$ cat src/rtl/tdm_align_pkg.sv
package tdm_align_pkg;

    localparam int BIT_LOG2 = 3;
    localparam int QTR_LOG2 = 2;

    typedef enum logic [1:0] {
        RATE_LO     = 2'd0,
        RATE_MID    = 2'd1,
        RATE_HI     = 2'd2,
        RATE_HI_ALT = 2'd3
    } rate_e;

    // Number of halvings of the fastest rate: ticks per quarter bit = 1 << shift.
    function automatic logic [1:0] rate_shift(input logic [1:0] code);
        case (code)
            RATE_LO:  return 2'd2;
            RATE_MID: return 2'd1;
            default:  return 2'd0;
        endcase
    endfunction

endpackage

$ cat src/rtl/tdm_align_timebase.sv
module tdm_align_timebase #(
    parameter int TICK_W = 12
) (
    input  logic              clk,
    input  logic              rst_n,
    input  logic              fsync,
    output logic [TICK_W-1:0] tick,
    output logic              run
);

    typedef struct packed {
        logic [TICK_W-1:0] cnt;
        logic              run;
    } tb_t;

    tb_t tb_d, tb_q;

    always_comb begin
        tb_d     = tb_q;
        tb_d.run = 1'b1;
        if (fsync) tb_d.cnt = '0;
        else       tb_d.cnt = tb_q.cnt + TICK_W'(1);
    end

    always_ff @(posedge clk or negedge rst_n) begin
        if (!rst_n) tb_q <= '0;
        else        tb_q <= tb_d;
    end

    assign tick = tb_q.cnt;
    assign run  = tb_q.run;

    assert_sync_clear_R2: assert property (@(posedge clk) disable iff (!rst_n)
        fsync |=> (tick == '0));

    assert_tick_step_R2: assert property (@(posedge clk) disable iff (!rst_n)
        !fsync |=> (tick == $past(tick) + TICK_W'(1)));

endmodule

$ cat src/rtl/tdm_align_lane.sv
module tdm_align_lane
    import tdm_align_pkg::*;
#(
    parameter int SLOT_LOG2 = 7,
    parameter bit IS_RX     = 1'b0,
    parameter int TICK_W    = SLOT_LOG2 + BIT_LOG2 + QTR_LOG2
) (
    input  logic                 clk,
    input  logic                 rst_n,
    input  logic                 fsync,
    input  logic                 run,
    input  logic [TICK_W-1:0]    tick,
    input  logic [1:0]           rate_in,
    input  logic [TICK_W-1:0]    ofs_in,
    output logic                 fstart,
    output logic                 strobe,
    output logic [SLOT_LOG2-1:0] slot,
    output logic [BIT_LOG2-1:0]  bit_idx
);

    localparam int SUB_W = BIT_LOG2 + QTR_LOG2;

    typedef struct packed {
        logic [1:0]        rate;
        logic [TICK_W-1:0] ofs;
    } cfg_t;

    cfg_t cfg_d, cfg_q;

    // Settings are reloaded only on the sync edge.
    always_comb begin
        cfg_d = cfg_q;
        if (fsync) begin
            cfg_d.rate = rate_in;
            cfg_d.ofs  = ofs_in;
        end
    end

    always_ff @(posedge clk or negedge rst_n) begin
        if (!rst_n) cfg_q <= '0;
        else        cfg_q <= cfg_d;
    end

    logic [1:0]           sh;
    logic [2:0]           sh_slot, sh_bit, sh_half;
    logic [SLOT_LOG2-1:0] byte_keep;
    logic [TICK_W-1:0]    units, off, rel, ph_mask, half, phase;
    logic                 hit;

    always_comb begin
        sh        = rate_shift(cfg_q.rate);
        byte_keep = cfg_q.ofs[TICK_W-1 -: SLOT_LOG2] & ({SLOT_LOG2{1'b1}} >> sh);
        units     = {byte_keep, cfg_q.ofs[SUB_W-1:0]};
        off       = units << sh;
        rel       = tick - off;
        sh_slot   = 3'(SUB_W) + {1'b0, sh};
        sh_bit    = 3'(QTR_LOG2) + {1'b0, sh};
        sh_half   = 3'(QTR_LOG2 - 1) + {1'b0, sh};
        ph_mask   = (TICK_W'(1) << sh_bit) - TICK_W'(1);
        half      = TICK_W'(1) << sh_half;
        phase     = rel & ph_mask;
    end

    generate
        if (IS_RX) begin : g_rx
            assign hit = (phase == half);
        end else begin : g_tx
            assign hit = (phase == '0);
        end
    endgenerate

    assign slot    = SLOT_LOG2'(rel >> sh_slot);
    assign bit_idx = BIT_LOG2'(rel >> sh_bit);
    assign strobe  = run & hit;
    assign fstart  = run & (rel == '0);

    assert_cfg_hold_R9: assert property (@(posedge clk) disable iff (!rst_n)
        !fsync |=> $stable(cfg_q));

    assert_fstart_origin_R7: assert property (@(posedge clk) disable iff (!rst_n)
        fstart |-> (slot == '0 && bit_idx == '0));

    generate
        if (IS_RX) begin : g_chk_rx
            assert_rx_midbit_R6: assert property (@(posedge clk) disable iff (!rst_n)
                strobe |-> !fstart);
        end else begin : g_chk_tx
            assert_tx_launch_R6: assert property (@(posedge clk) disable iff (!rst_n)
                fstart |-> strobe);
        end
    endgenerate

endmodule

$ cat src/rtl/tdm_frame_aligner.sv
module tdm_frame_aligner
    import tdm_align_pkg::*;
#(
    parameter int NUM_HW    = 4,
    parameter int SLOT_LOG2 = 7,
    parameter int TICK_W    = SLOT_LOG2 + BIT_LOG2 + QTR_LOG2
) (
    input  logic                        clk,
    input  logic                        rst_n,
    input  logic                        fsync,
    input  logic [2*NUM_HW-1:0]         rx_rate,
    input  logic [2*NUM_HW-1:0]         tx_rate,
    input  logic [TICK_W*NUM_HW-1:0]    rx_ofs,
    input  logic [TICK_W*NUM_HW-1:0]    tx_ofs,
    output logic [NUM_HW-1:0]           rx_fstart,
    output logic [NUM_HW-1:0]           rx_strobe,
    output logic [SLOT_LOG2*NUM_HW-1:0] rx_slot,
    output logic [BIT_LOG2*NUM_HW-1:0]  rx_bit,
    output logic [NUM_HW-1:0]           tx_fstart,
    output logic [NUM_HW-1:0]           tx_strobe,
    output logic [SLOT_LOG2*NUM_HW-1:0] tx_slot,
    output logic [BIT_LOG2*NUM_HW-1:0]  tx_bit
);

    logic [TICK_W-1:0] tick;
    logic              run;

    tdm_align_timebase #(.TICK_W(TICK_W)) u_timebase (
        .clk   (clk),
        .rst_n (rst_n),
        .fsync (fsync),
        .tick  (tick),
        .run   (run)
    );

    generate
        for (genvar h = 0; h < NUM_HW; h++) begin : g_hw
            tdm_align_lane #(.SLOT_LOG2(SLOT_LOG2), .IS_RX(1'b1), .TICK_W(TICK_W)) u_rx (
                .clk     (clk),
                .rst_n   (rst_n),
                .fsync   (fsync),
                .run     (run),
                .tick    (tick),
                .rate_in (rx_rate[2*h +: 2]),
                .ofs_in  (rx_ofs[TICK_W*h +: TICK_W]),
                .fstart  (rx_fstart[h]),
                .strobe  (rx_strobe[h]),
                .slot    (rx_slot[SLOT_LOG2*h +: SLOT_LOG2]),
                .bit_idx (rx_bit[BIT_LOG2*h +: BIT_LOG2])
            );
            tdm_align_lane #(.SLOT_LOG2(SLOT_LOG2), .IS_RX(1'b0), .TICK_W(TICK_W)) u_tx (
                .clk     (clk),
                .rst_n   (rst_n),
                .fsync   (fsync),
                .run     (run),
                .tick    (tick),
                .rate_in (tx_rate[2*h +: 2]),
                .ofs_in  (tx_ofs[TICK_W*h +: TICK_W]),
                .fstart  (tx_fstart[h]),
                .strobe  (tx_strobe[h]),
                .slot    (tx_slot[SLOT_LOG2*h +: SLOT_LOG2]),
                .bit_idx (tx_bit[BIT_LOG2*h +: BIT_LOG2])
            );
        end
    endgenerate

endmodule

$ cat config.mk
export PLATFORM = sky130hd
export DESIGN_NAME = tdm_frame_aligner
export DESIGN_NICKNAME = d
export VERILOG_FILES = /design/src/rtl/tdm_align_pkg.sv /design/src/rtl/tdm_align_timebase.sv /design/src/rtl/tdm_align_lane.sv /design/src/rtl/tdm_frame_aligner.sv
export SDC_FILE = /design/constraint.sdc
export NUM_CORES = 1
export LEC_CHECK = 0
export ABC_CLOCK_PERIOD_IN_PS = 5000
export BUFFER_PORTS_ARGS = -buffer_cell sky130_fd_sc_hd__buf_2
export CAP_MARGIN = 25
export CORE_ASPECT_RATIO = 1.75
export CORE_UTILIZATION = 59
export CTS_CLUSTER_DIAMETER = 200
export DETAILED_ROUTE_END_ITERATION = 12
export GPL_ROUTABILITY_DRIVEN = 1
export PLACE_DENSITY_LB_ADDON = 0.05
export SETUP_SLACK_MARGIN = 0.5
export SLEW_MARGIN = 20
export SYNTH_ARGS = -nofsm -noshare
export SYNTH_HDL_FRONTEND = slang
export SYNTH_SLANG_ARGS = --single-unit
$ cat constraint.sdc
create_clock -name clk -period 5 [get_ports clk]
set_input_delay 0.25 -clock clk [delete_from_list [all_inputs] [get_ports clk]]
set_output_delay 0.25 -clock clk [all_outputs]
set_load 0.03 [all_outputs]
Word-level counts from Yosys, hierarchy flattened
Index checks and enable logic that the tools add are counted. Widths: inputs -> output; s select.

Word-level logic and storage cells: 172. Input port bits: 115. Flip-flop bits (word level): 125.

Reductions and logical operators: 20. Bitwise logic cells: 32. Shift-type cells: 44. Mux-type cells: 9. Equal/unequal tests: 12. Add/subtract/negate cells: 37.

Operators by type and width (count): $logic_not 12->1 (12); $shl 1x3->12 const A (12); $and 12x12->12 (8); $shl 12x2->12 (8); $shr 12x3->3 (8); $shr 12x3->7 (8); $sub 12x12->12 (8); $sub 12x2->12 const B (8); $and 7x7->7 (8); $shr 7x2->7 const A (8); $eq 12x12->1 (4); $pmux 2 s2 (8); $add 2x2->3 const A (8); $add 3x2->3 const A (8); $and 1x1->1 (16); $eq 2x1->1 const B (8); $logic_not 2->1 (8); $add 1x2->3 const A (4); $add 12x1->12 const B (1); $mux 12 (1).

Depth between registers and ports, before layout
Word-level depth: 9. Depth in mapped cells: 15. Mapped depth without buffers: 11.

Hierarchy
From an unflattened synthesis, not the netlist that was laid out.

Cell total of the unflattened synthesis: 1602. Area, all modules: 14099.8 µm².

By module, submodules not included: tdm_align_lane at g_hw[0].u_rx ... (instances 3, cells an instance 205, area an instance 1785.5 µm²); tdm_align_lane at g_hw[0].u_tx ... (instances 3, cells an instance 183, area an instance 1639.1 µm²); tdm_align_lane at g_hw[3].u_tx (instances 1, cells an instance 199, area an instance 1674.1 µm²); tdm_align_lane at g_hw[1].u_rx (instances 1, cells an instance 183, area an instance 1570.3 µm²); tdm_align_timebase (instances 1, cells an instance 56, area an instance 581.8 µm²).

Worst setup path after synthesis
No wires, ideal clock.

Kind: register to output. Start: reg g_hw[2].u_tx.cfg_q[12] (netlist bit). End: out tx_fstart[2]. Arrival: 3.659 ns. Path buffers: 3. Stages on the path, launching flop included: 15. Path slack: 1.091 ns. Cell sequence: dfrtp_1 buf_1 clkbuf_1 mux2i_1 nor2_1 a21oi_1 ha_1 a21o_1 nand4_1 nand3_2 a311oi_4 xnor2_1 or4_1 a2111oi_2 buf_4.

Cells in the longest elaborated chain, start to end: 8. Elaborated cells between the ends (all ways): 9. Classes of those cells: 1 x add/sub; 1 x eq/ne; 2 x shift; 1 x mux; 2 x bitwise; 2 x reduce/logical.

RTL lines: from (decl) (RTL line tdm_align_lane.sv:28) `cfg_t cfg_d, cfg_q;`; from (signal assigned) (RTL line tdm_align_lane.sv:41) `else cfg_q <= cfg_d;`; $eq 2x1->1 or $logic_not 2->1 (tied branches) (RTL line tdm_align_pkg.sv:15) `case (code)`; $pmux 2 s2 (*) (RTL line tdm_align_pkg.sv:15); $shr 7x2->7 (RTL line tdm_align_lane.sv:52) `byte_keep = cfg_q.ofs[TICK_W-1 -: SLOT_LOG2] & ({SLOT_LOG2{1'b1}} >> sh);`; $and 7x7->7 (RTL line tdm_align_lane.sv:52); $shl 12x2->12 (*) (RTL line tdm_align_lane.sv:54) `off = units << sh;`; $sub 12x12->12 (*) (RTL line tdm_align_lane.sv:55) `rel = tick - off;`; $logic_not 12->1 (*) (RTL line tdm_align_lane.sv:75) `assign fstart = run & (rel == '0);`; $and 1x1->1 (*) (RTL line tdm_align_lane.sv:75); to (decl) (RTL line tdm_frame_aligner.sv:19) `output logic [NUM_HW-1:0] tx_fstart,`.

Every way passes the cells marked *; elsewhere a longest branch is shown, timed or not.

Worst setup path after layout
Start: reg u_timebase.tb_q (netlist bit u_timebase.tick[0]). End: out tx_fstart[2].

Cells in the longest elaborated chain, start to end: 3.

RTL lines: from (decl) (RTL line tdm_align_timebase.sv:16) `tb_t tb_d, tb_q;`; from (signal assigned) (RTL line tdm_align_timebase.sv:27) `else tb_q <= tb_d;`; $sub 12x12->12 (RTL line tdm_align_lane.sv:55); $logic_not 12->1 (RTL line tdm_align_lane.sv:75); $and 1x1->1 (RTL line tdm_align_lane.sv:75).

No other way between the ends.

==> results.yml <==
critical_path:
  regToRegStartpoint: "u_timebase.tick[3]"
  crit_type: "reg2out"
  cpMaxStageDelayCell: "or4_1"
  worstPathCellList: "inv_1 > ha_1 > inv_1 > fa_1 > a21o_1 > nand4_1 > nand3_2 > a311oi_4 > xnor2_1 > or4_1 > a2111oi_2 > buf_2"
  critPathMaxFanout: 8
  cp-startpoint: "u_timebase.tick[0]"
  critPathMaxStageDelay_ns: 0.54
  r2r-end: "u_timebase.tick[9]"
  cpMostUsedCell: "inv_1"
  critPathLaunchType: "flop"
  worstPathRequired_ns: 4.75
  crit_path_end_kind: "output port"
  r2r_cells: 5
  path_buf_inv: 3
  crit_arrival_ns: 4.04
  crit_family: "compound AO/OA/AOI/OAI gates"
  path_depth: 12
  reg2reg_slack_ns: 3.00
sta:
  skew_ns: 0.00201
  fmax_mhz: 233
  setup_violations: 0
  slew_headroom_pct: 33.8
  tightest_slew_ns: 0.993
  rsz0062_at_grt: "false"
  fin_ws_ns: 0.707
  drv_slew: 0
  fin_crit_ns: 4.29
  setup_tns_ns: 0
  period_share_pct: 85.9
  final-hold-violation-count: 0
drt:
  drc: 0
  first_iter_violations: 602
  wl_um: 33800
  antenna_left: 0
  wire_per_inst_um: 17.2
  vias: 11869
  vias_per_cell: 6.05
  drt-pass1-iter-count: 5
global_routing:
  antenna_found_initial: 1
  grt_max_degree: 83
  grt_pass1_wl_um: 54400
  grt_usage_pct: 30.9
  grt_overflow: 0
  grt_pass1_vias: 11500
placed_design:
  dp_cells: 1932
  dp_slack_ns: 1.17
  gp_congestion: 0.915
  hpwl_um: 25300
  port-buffer-count: 210
finish:
  diodes: 0
  finalNetCount: 1929
  drive_above_1_share_pct: 22.6
  synthToLayoutAreaGrowth_pct: 14.4
  stdcell_count: 1962
logic_synthesis:
  syn_avg_cell_area_sq_um: 8.43
  synth_area_leaders: "dfrtp_1 25%, ha_1 10%, mux2_2 9.5%"
  synth_area_sq_mm: 0.0128
  ys_async_sr_fraction_pct: 100
  synth_edf_count: 0
  synthCells: 1514
  ys_ff_latch: 125
  yosys.area.top_type_share_pct: 24.5
  synth_cell_types: 71
  synth_most_common_cell: "a21oi_1"
  ys.flop_type: "dfrtp_1"
  synth_largest_area_cell: "dfrtp_1"
  seq_area_frac_synth_pct: 24.5
  yosys_warnings: 0
  synthTopCellsByCount: "172 x a21oi_1, 159 x nor2_1, 125 x dfrtp_1"
die:
  initial_core_util_pct: 60.7
  die-width_um: 113
  core_sq_mm: 0.0210
  ios: 211
  die_area_sq_mm: 0.0223
  die_y_um: 197
  rows: 70
clock_tree:
  clockBufferDepth: 2
  clk_pin_slew_ns: 0.06
  postCtsSetupBuffers: 0
  tritoncts: "built"
  htreeDepth: 4
  clk_latency_ns: 0.43
  cts_root_buf: "clkbuf_16"
  cts_inserted_buffers: 17
  clock_sinks: 125
worst_hold_path:
  worstHoldStart: "tx_rate[7]"
  hold_path_class: "in2reg"
  hold_depth: 3
  min_to: "g_hw[3].u_tx.cfg_q[13]"
power:
  vdd_drop_max_uv: 312
  p_leak_nw: 6.91
  p_per_area_mw_per_mm2: 333
outcome:
  status: "complete, no violations"
flow_run:
  max-cap-violations: 0
[kinds of logic (layout without fill, tap and decap cells)]
kind of cell	Yosys count	in the layout	share of synthesized area (%)
AOI/OAI and AO/OA	395	395	19.0
DFF	125	125	24.5
and+or+nand+nor	414	414	15.0
buffers and inverters	146	311	4.83
muxes	222	222	18.5
other	2	33	0.0588
xor gates and xnor gates	97	97	6.65
adders and majority gates	113	113	11.5
[worst max-delay path by stage]
stage,end
final,tx_fstart[2]
after CTS,rx_fstart[1]
after detailed placement,tx_fstart[2]
after floorplan,tx_fstart[2]
after global placement,tx_fstart[2]
after global routing,tx_fstart[2]
[per-layer routing]
metal | part of all wire (%) | wire length [um] | GRT usage [%] | vias to the layer above
met5 | 0.035 | 12 | 0 | -
met4 | 5.4 | 1830 | 19.4 | 2
met1 | 39 | 13100 | 32.7 | 5614
met2 | 52 | 17500 | 56.5 | 343
met3 | 4.1 | 1380 | 5.07 | 117
li1 | - | - | - | 5793
[report_power, final]
| group | internal [mW] | switching, mW | leakage [nW] |
|---|---|---|---|
| clock network | 0.807 | 0.453 | 0.289 |
| logic | 0.890 | 1.47 | 5.13 |
| registers | 1.11 | 0.131 | 1.49 |
[sequential cells by signal, summed over array words and instances, names as in the netlist]
signal / flops
u_timebase.tick: 12
g_hw.u_tx.cfg_q: 56
g_hw.u_rx.cfg_q: 56
u_timebase.run: 1
[cell type report]
cell class,count,area (sq um)
timing repair buffer,233,1250
clock inverter,8,118
tap,252,315
inverter,50,188
sequential,125,3130
multi-input combinational,1274,9140
clock buffer,20,467
fill,1861,6420
[stage by stage]
stage | utilization, % | cell area [sq um] | hold WS (ns) | power, mW
2_1_floorplan | - | 12900 | -0.0456 | 3.03
3_5_place_dp | 66.5 | 14000 | 0.351 | 3.60
5_1_grt | 69.5 | 14600 | 0.0373 | 5.16
3_3_place_gp | 66.5 | 14000 | 0.339 | 3.56
6_report | 69.5 | 14600 | 0.0340 | 4.86
4_1_cts | 69.4 | 14600 | 0.0191 | 4.88
[cell usage in the layout, fill, tap and decap left out, types with 6 or more instances in the layout]
cell type,n
buf_2,208
a21oi_1,172
nor2_1,159
dfrtp_1,123
mux2i_1,114
mux2_2,108
nand2_1,106
ha_1,105
o21ai_0,91
xnor2_1,62
inv_1,48
xor2_1,35
conb_1,33
nand3_1,26
buf_4,22
and2_1,20
nor4_1,18
nor2b_1,18
nand2b_1,18
clkbuf_16,17
a211oi_1,15
a21o_1,11
nor3_1,10
a22oi_1,9
o21a_1,8
nand4_1,8
a221o_1,8
fa_1,8
and3_1,7
a31oi_1,7
o2111ai_1,7
o21bai_1,7
o31ai_1,6
or3_1,6
[what timing repair did]
item | CTS | global route
resized for setup | 0 | 2
setup endpoints to repair | 0 | 5
endpoints found under the hold margin | 79 | 0
hold buffers | 1 | 0
[worst register-to-register path, cell delays in order (launching register included)]
cell and delay (ns):
dfrtp_1 1.00, nand4_1 0.29, nor2_1 0.24, nand3_1 0.11, xor2_1 0.18, nor2_1 0.11
Power figures use the tool's default switching activity.
